[config.mk]
export PLATFORM = sky130hd
export DESIGN_NAME = irq_vector_ctrl
export DESIGN_NICKNAME = d
export VERILOG_FILES = /design/src/rtl/ivc_pkg.sv /design/src/rtl/ivc_qualify.sv /design/src/rtl/ivc_prio.sv /design/src/rtl/ivc_seq.sv /design/src/rtl/irq_vector_ctrl.sv
export SDC_FILE = /design/constraint.sdc
export NUM_CORES = 1
export LEC_CHECK = 0
export BUFFER_PORTS_ARGS = -buffer_cell sky130_fd_sc_hd__buf_4
export CORE_ASPECT_RATIO = 0.75
export CORE_MARGIN = 5
export CORE_UTILIZATION = 42
export CTS_BUF_LIST = sky130_fd_sc_hd__clkbuf_8
export DETAILED_ROUTE_END_ITERATION = 12
export PLACE_DENSITY = 0.93
export SETUP_SLACK_MARGIN = 0.2
export SLEW_MARGIN = 15
export SYNTH_ARGS = -nofsm -noshare
export SYNTH_HDL_FRONTEND = slang
export SYNTH_SLANG_ARGS = --single-unit
[constraint.sdc]
create_clock -name clk -period 2.11 [get_ports clk]
set_clock_uncertainty 0.05 [all_clocks]
set_input_delay 0.3165 -clock clk [delete_from_list [all_inputs] [get_ports clk]]
set_output_delay 0.3165 -clock clk [all_outputs]
set_load 0.01 [all_outputs]
[src/rtl/ivc_pkg.sv]
package ivc_pkg;
   localparam int NUM_SLOTS = 9;
   localparam int SLOT_W    = 4;

   typedef enum logic [SLOT_W-1:0] {
      SL_PCL = 4'd0, SL_PCH = 4'd1, SL_IYL = 4'd2, SL_IYH = 4'd3,
      SL_IXL = 4'd4, SL_IXH = 4'd5, SL_ACA = 4'd6, SL_ACB = 4'd7,
      SL_CCR = 4'd8
   } stk_slot_e;

   typedef enum logic [1:0] {
      SQ_IDLE, SQ_PUSH, SQ_VEC, SQ_PULL
   } seq_state_e;
endpackage

[src/rtl/ivc_qualify.sv]
module ivc_qualify #(
   parameter int NSRC      = 21,
   parameter int FREE_LAST = 4,
   parameter int XPIN_IDX  = 5,
   parameter logic [NSRC-2:0] HAS_EN = '0
) (
   input  logic [NSRC-2:0] flag,
   input  logic [NSRC-2:0] en,
   input  logic [4:0]      ser_ev,
   input  logic [3:0]      ser_en,
   input  logic            mask_i,
   input  logic            mask_x,
   output logic [NSRC-1:0] elig
);
   localparam int NDIRECT = NSRC - 1;

   if (XPIN_IDX <= FREE_LAST || XPIN_IDX >= NDIRECT) begin : g_bad_xpin
      $error("ivc_qualify: pin source index out of range");
   end

   for (genvar k = 0; k < NDIRECT; k++) begin : g_src
      logic loc_ok;
      assign loc_ok = en[k] | ~HAS_EN[k];
      if (k <= FREE_LAST) begin : g_free
         assign elig[k] = flag[k] & loc_ok;
      end else if (k == XPIN_IDX) begin : g_xmask
         assign elig[k] = flag[k] & loc_ok & ~mask_x;
      end else begin : g_imask
         assign elig[k] = flag[k] & loc_ok & ~mask_i;
      end
   end

   logic [4:0] ser_gate;
   assign ser_gate = {ser_en[3], ser_en[2], ser_en[2], ser_en[1], ser_en[0]};
   assign elig[NSRC-1] = (|(ser_ev & ser_gate)) & ~mask_i;
endmodule

[src/rtl/ivc_prio.sv]
module ivc_prio #(
   parameter int N        = 21,
   parameter int IDX_W    = 5,
   parameter bit LOW_WINS = 1'b1
) (
   input  logic [N-1:0]     req,
   output logic             valid,
   output logic [IDX_W-1:0] idx
);
   if ((1 << IDX_W) < N) begin : g_bad_w
      $error("ivc_prio: IDX_W too narrow");
   end

   if (LOW_WINS) begin : g_low
      always_comb begin
         valid = 1'b0;
         idx   = '0;
         for (int k = N - 1; k >= 0; k--) begin
            if (req[k]) begin
               valid = 1'b1;
               idx   = IDX_W'(k);
            end
         end
      end
   end else begin : g_high
      always_comb begin
         valid = 1'b0;
         idx   = '0;
         for (int k = 0; k < N; k++) begin
            if (req[k]) begin
               valid = 1'b1;
               idx   = IDX_W'(k);
            end
         end
      end
   end
endmodule

[src/rtl/ivc_seq.sv]
module ivc_seq
   import ivc_pkg::*;
#(
   parameter int          IDX_W    = 5,
   parameter logic [15:0] VEC_TOP  = 16'hFFFE,
   parameter int          XPIN_IDX = 5
) (
   input  logic              clk,
   input  logic              rst_n,
   input  logic              insn_done,
   input  logic              rti_req,
   input  logic              win_valid,
   input  logic [IDX_W-1:0]  win_idx,
   input  logic              ccr_wr,
   input  logic [1:0]        ccr_wdata,
   output logic              mask_i,
   output logic              mask_x,
   output logic              take,
   output logic [IDX_W-1:0]  take_idx,
   output logic              stk_push,
   output logic              stk_pull,
   output logic [SLOT_W-1:0] stk_slot,
   output logic              vec_valid,
   output logic [15:0]       vec_addr,
   output logic              busy
);
   localparam int LAST  = NUM_SLOTS - 1;
   localparam int CNT_W = $clog2(NUM_SLOTS);

   if (NUM_SLOTS > (1 << SLOT_W)) begin : g_bad_slots
      $error("ivc_seq: slot code too narrow");
   end

   seq_state_e       st;
   logic [CNT_W-1:0] cnt;
   logic [IDX_W-1:0] idx_q;
   logic             i_q, x_q;
   logic             at_last, stacked;

   assign at_last = (cnt == CNT_W'(LAST));
   assign stacked = (st == SQ_PUSH) && at_last;

   always_ff @(posedge clk or negedge rst_n) begin
      if (!rst_n) begin
         st    <= SQ_IDLE;
         cnt   <= '0;
         idx_q <= '0;
      end else begin
         unique case (st)
            SQ_IDLE: begin
               cnt <= '0;
               if (insn_done && rti_req) begin
                  st <= SQ_PULL;
               end else if (insn_done && win_valid) begin
                  st    <= SQ_PUSH;
                  idx_q <= win_idx;
               end
            end
            SQ_PUSH: begin
               if (at_last) st <= SQ_VEC;
               else         cnt <= cnt + 1'b1;
            end
            SQ_VEC: st <= SQ_IDLE;
            SQ_PULL: begin
               if (at_last) st <= SQ_IDLE;
               else         cnt <= cnt + 1'b1;
            end
            default: st <= SQ_IDLE;
         endcase
      end
   end

   always_ff @(posedge clk or negedge rst_n) begin
      if (!rst_n) begin
         i_q <= 1'b1;
         x_q <= 1'b0;
      end else begin
         if (stacked)     i_q <= 1'b1;
         else if (ccr_wr) i_q <= ccr_wdata[0];
         x_q <= x_q | (stacked && idx_q == IDX_W'(XPIN_IDX)) | (ccr_wr & ccr_wdata[1]);
      end
   end

   assign mask_i    = i_q;
   assign mask_x    = x_q;
   assign busy      = (st != SQ_IDLE);
   assign stk_push  = (st == SQ_PUSH);
   assign stk_pull  = (st == SQ_PULL);
   assign take      = stk_push && (cnt == '0);
   assign take_idx  = idx_q;
   assign vec_valid = (st == SQ_VEC);
   assign vec_addr  = VEC_TOP - 16'({idx_q, 1'b0});
   assign stk_slot  = stk_push ? SLOT_W'(cnt) :
                      stk_pull ? SLOT_W'(CNT_W'(LAST) - cnt) : '0;

   AST_TAKE_AT_BOUNDARY: assert property (@(posedge clk) disable iff (!rst_n)
      take |-> $past(insn_done) && !$past(busy));
   AST_PUSH_ORDER: assert property (@(posedge clk) disable iff (!rst_n)
      stk_push && stk_slot != SL_CCR |=> stk_push && stk_slot == $past(stk_slot) + 4'd1);
   AST_VEC_AFTER_CCR: assert property (@(posedge clk) disable iff (!rst_n)
      vec_valid |-> $past(stk_push) && $past(stk_slot) == SL_CCR);
   AST_I_SET_ON_STACK: assert property (@(posedge clk) disable iff (!rst_n)
      stk_push && stk_slot == SL_CCR |=> mask_i);
   AST_PULL_ORDER: assert property (@(posedge clk) disable iff (!rst_n)
      stk_pull && stk_slot != SL_PCL |=> stk_pull && stk_slot == $past(stk_slot) - 4'd1);
   AST_X_ONE_WAY: assert property (@(posedge clk) disable iff (!rst_n)
      mask_x |=> mask_x);
   AST_NO_RESTART_BUSY: assert property (@(posedge clk) disable iff (!rst_n)
      busy |=> !take);
   AST_IDX_HELD: assert property (@(posedge clk) disable iff (!rst_n)
      busy && !take |-> $stable(take_idx));
endmodule

[src/rtl/irq_vector_ctrl.sv]
module irq_vector_ctrl
   import ivc_pkg::*;
#(
   parameter int          NSRC      = 21,
   parameter int          IDX_W     = $clog2(NSRC),
   parameter logic [15:0] VEC_TOP   = 16'hFFFE,
   parameter logic [15:0] VEC_FLOOR = 16'hFFD6,
   parameter int          FREE_LAST = 4,
   parameter int          XPIN_IDX  = 5,
   parameter logic [NSRC-2:0] HAS_EN = 20'hFFF82
) (
   input  logic              clk,
   input  logic              rst_n,
   input  logic [NSRC-2:0]   src_flag,
   input  logic [NSRC-2:0]   src_en,
   input  logic [4:0]        ser_ev,
   input  logic [3:0]        ser_en,
   input  logic              ccr_wr,
   input  logic [1:0]        ccr_wdata,
   input  logic              insn_done,
   input  logic              rti_req,
   output logic              mask_i,
   output logic              mask_x,
   output logic              irq_pend,
   output logic              take,
   output logic [IDX_W-1:0]  take_idx,
   output logic              stk_push,
   output logic              stk_pull,
   output logic [SLOT_W-1:0] stk_slot,
   output logic              vec_valid,
   output logic [15:0]       vec_addr,
   output logic              busy
);
   if (NSRC > 32 || NSRC < XPIN_IDX + 2) begin : g_bad_nsrc
      $error("irq_vector_ctrl: NSRC out of range");
   end
   if (IDX_W != $clog2(NSRC)) begin : g_bad_idxw
      $error("irq_vector_ctrl: IDX_W must match NSRC");
   end
   if (int'(VEC_TOP) - 2 * (NSRC - 1) < int'(VEC_FLOOR)) begin : g_bad_vec
      $error("irq_vector_ctrl: vectors run into the reserved range");
   end

   logic [NSRC-1:0]  elig;
   logic             win_valid;
   logic [IDX_W-1:0] win_idx;

   ivc_qualify #(
      .NSRC(NSRC), .FREE_LAST(FREE_LAST), .XPIN_IDX(XPIN_IDX), .HAS_EN(HAS_EN)
   ) u_qual (
      .flag(src_flag), .en(src_en), .ser_ev(ser_ev), .ser_en(ser_en),
      .mask_i(mask_i), .mask_x(mask_x), .elig(elig)
   );

   ivc_prio #(.N(NSRC), .IDX_W(IDX_W), .LOW_WINS(1'b1)) u_prio (
      .req(elig), .valid(win_valid), .idx(win_idx)
   );

   ivc_seq #(.IDX_W(IDX_W), .VEC_TOP(VEC_TOP), .XPIN_IDX(XPIN_IDX)) u_seq (
      .clk(clk), .rst_n(rst_n), .insn_done(insn_done), .rti_req(rti_req),
      .win_valid(win_valid), .win_idx(win_idx),
      .ccr_wr(ccr_wr), .ccr_wdata(ccr_wdata),
      .mask_i(mask_i), .mask_x(mask_x), .take(take), .take_idx(take_idx),
      .stk_push(stk_push), .stk_pull(stk_pull), .stk_slot(stk_slot),
      .vec_valid(vec_valid), .vec_addr(vec_addr), .busy(busy)
   );

   assign irq_pend = win_valid;

   AST_MASKED_NOT_TAKEN: assert property (@(posedge clk) disable iff (!rst_n)
      take |-> !(int'(take_idx) > XPIN_IDX && $past(mask_i)));
   AST_VEC_RANGE: assert property (@(posedge clk) disable iff (!rst_n)
      vec_valid |-> vec_addr >= VEC_FLOOR && !vec_addr[0]);
endmodule

==> impl_metrics.json <==
{
  "die-width_um": 72.5,
  "gr-total-overflow": 0,
  "ys_dominant_reg_cell": "sky130_fd_sc_hd__dfrtp_1",
  "number_of_diodes": 0,
  "worst_r2r_path_depth": 6,
  "core_ar_um2": 2870,
  "clk_latency_ps": 250,
  "cts_buffers": 3,
  "crit_path_start_kind": "register",
  "antenna_found_initial": 0,
  "total_track_usage": 0.177,
  "final-instance-count-excl-fill": 267,
  "yosys.area.top_type_share": 0.244,
  "synth_async_sr_flop_share": 1.00,
  "rsz0062_at_grt": "yes",
  "post_route_cells_drive_above_1_share": 0.424,
  "post_synth_inst_count": 153,
  "drcViolationCount": 0,
  "gp_congestion": 0.824,
  "regToRegSetupSlack_ps": 310,
  "synth.yosys.seq_area_share": 0.266,
  "worstPathMaxFanout": 9,
  "totalNegativeSetupSlack_ps": 0,
  "hold_class": "in2reg",
  "finalMaxSlewViolations": 0,
  "cts_sinks": 13,
  "max_clock_freq_mhz": 539,
  "clockBufferDepth": 2,
  "synthesis.yosys.warnings": 0,
  "floorplan.die_area_um2": 4120,
  "final_nets": 288,
  "first_iter_violations": 64,
  "initial_core_util": 0.428,
  "critical_path_arrival_ps": 1490,
  "crit_type": "reg2out",
  "synth_area_per_cell_um2": 8.03,
  "origin_of_the_worst_setup_path": "u_seq.st[1]",
  "grt_pass1_vias": 1288,
  "critPathRequiredTime_ps": 1740,
  "rows": 17,
  "wire_length_of_the_first_global_routing_pass_mm": 5.80,
  "first_pass_iters": 4,
  "fin_hold_ws_ps": 201,
  "via_per_inst": 5.20,
  "r2r-end": "u_seq.take_idx[2]",
  "synth.largest_area_cell": "sky130_fd_sc_hd__dfrtp_1",
  "clk_pin_slew_ps": 50,
  "dpl.cell_count": 258,
  "endpoint": "stk_slot[3]",
  "netlist_area_um2": 1230,
  "post_synth_most_frequent_cells": "sky130_fd_sc_hd__nand2_1, sky130_fd_sc_hd__dfrtp_1, sky130_fd_sc_hd__buf_4",
  "netlist_top_cells_area": "sky130_fd_sc_hd__dfrtp_1, sky130_fd_sc_hd__buf_4, sky130_fd_sc_hd__nand2_1, sky130_fd_sc_hd__o21ai_0, sky130_fd_sc_hd__nand3_1",
  "layout-area-overhead-vs-synth_pct": 51.2,
  "count_leader_synth": "sky130_fd_sc_hd__nand2_1",
  "result_of_the_run": "finished, final reports clean",
  "wire_per_inst_um": 14.5,
  "drv_cap": 0,
  "num-fill-cells": 246,
  "detailedPlacementHpwl_mm": 3.02,
  "chipHeight_um": 56.8,
  "count_of_flip_flops_with_a_built_in_enable_after_synthesis": 0,
  "root_buffer": "sky130_fd_sc_hd__clkbuf_8",
  "tritoncts": "built",
  "grt_start_max_net_pins": 14,
  "finish.utilization": 0.647,
  "timing.final.crit_share": 0.880,
  "r2r_start": "u_seq.mask_i",
  "num_io_pins": 89,
  "drt-total-wl_mm": 3.88,
  "setup-violations-final": 0,
  "clock_tree.htree_level_count": 1,
  "power_density_nw_per_um2": 965,
  "worst_setup_path_end_kind": "primary output",
  "worst_ir_drop_vdd_v": 0.000591,
  "postRouteAntennaNets": 0,
  "placement.io_buffers": 71,
  "synth_cell_types": 47,
  "route.vias.total": 1389,
  "register_bit_count_reported_by_yosys": 13,
  "post-route-min-period_ps": 1860,
  "finalPower_uw": 1790,
  "report.final.hold_viol_count": 0,
  "p_leak_uw": 0.000890
}
## critical path, cell delays in order (launching register included)
cell and delay, ps:
sky130_fd_sc_hd__dfrtp_1 520, sky130_fd_sc_hd__nor4b_2 320, sky130_fd_sc_hd__xor2_1 160, sky130_fd_sc_hd__and2_1 130, sky130_fd_sc_hd__buf_4 110
## metal layers
metal | wire length (um) | part of all wire | track usage
met1 | 1560 | 0.40 | 0.225
met2 | 1830 | 0.47 | 0.287
met3 | 422 | 0.11 | 0.0626
met4 | 66 | 0.017 | 0.0421
met5 | 0 | 0 | 0
## layout make-up
type                            instances  area, um2  share of cell area
Inverter                               10       37.5              0.0202
Sequential cell                        13        329               0.177
Multi-Input combinational cell        124        811               0.436
Tap cell                               38       47.5              0.0256
Timing Repair Buffer                   78        588               0.316
Clock inverter                          1       3.75             0.00202
Clock buffer                            3       41.3              0.0222
## placed cells by master (no fill, tap or decap), types with 5 or more instances in the layout
cell                       n
sky130_fd_sc_hd__nor2_1    8
sky130_fd_sc_hd__conb_1   11
sky130_fd_sc_hd__and2_1    5
sky130_fd_sc_hd__dfrtp_1  10
sky130_fd_sc_hd__nand3_1   8
sky130_fd_sc_hd__nand2_1  18
sky130_fd_sc_hd__buf_4    77
sky130_fd_sc_hd__a21oi_1   6
sky130_fd_sc_hd__o21ai_0   9
sky130_fd_sc_hd__inv_1    11
## worst min-delay path by stage
stage | from | endpoint | slack [ps] | cells past startpoint
final | ccr_wr | u_seq.mask_i | 200 | 2
after global routing | ccr_wr | u_seq.mask_i | 200 | 2
after CTS | ccr_wr | u_seq.mask_i | 200 | 2
after detailed placement | rst_n | u_seq.cnt[3] | 120 | 1
after global placement | rst_n | u_seq.st[1] | 120 | 1
after floorplan | rst_n | u_seq.cnt[0] | -30 | 0
## timing repair
item	CTS	global route
gates resized for setup	1	4
hold endpoints to repair	12	0
setup endpoints to repair	2	4
pin swaps	1	0
hold buffers	1	0
buffers inserted	2	2
## state kept, by name, summed over array words and instances, names as in the netlist
register,flops
u_seq.mask_i,1
u_seq.cnt,4
u_seq.mask_x,1
u_seq.take_idx,5
u_seq.st,2
## cell families after synthesis
group | synth area share
and+or+nand+nor | 0.257
AOI/OAI and AO/OA | 0.276
buffers and inverters | 0.111
DFF | 0.266
xor gates and xnor gates | 0.0356
muxes | 0.0285
adders and majority gates | 0.0204
other | 0.00611
## power breakdown
part / switching [uW] / internal [uW]
clock: 89.2 / 129
sequential: 133 / 358
combinational: 530 / 556
## through the flow
stage	cell area, um2	setup slack, ps
after detailed placement	1760	273
after global routing	1860	179
after CTS	1830	210
after floorplan	1260	434
after global placement	1760	315
final	1860	253
(Power assumes the default switching activity.)
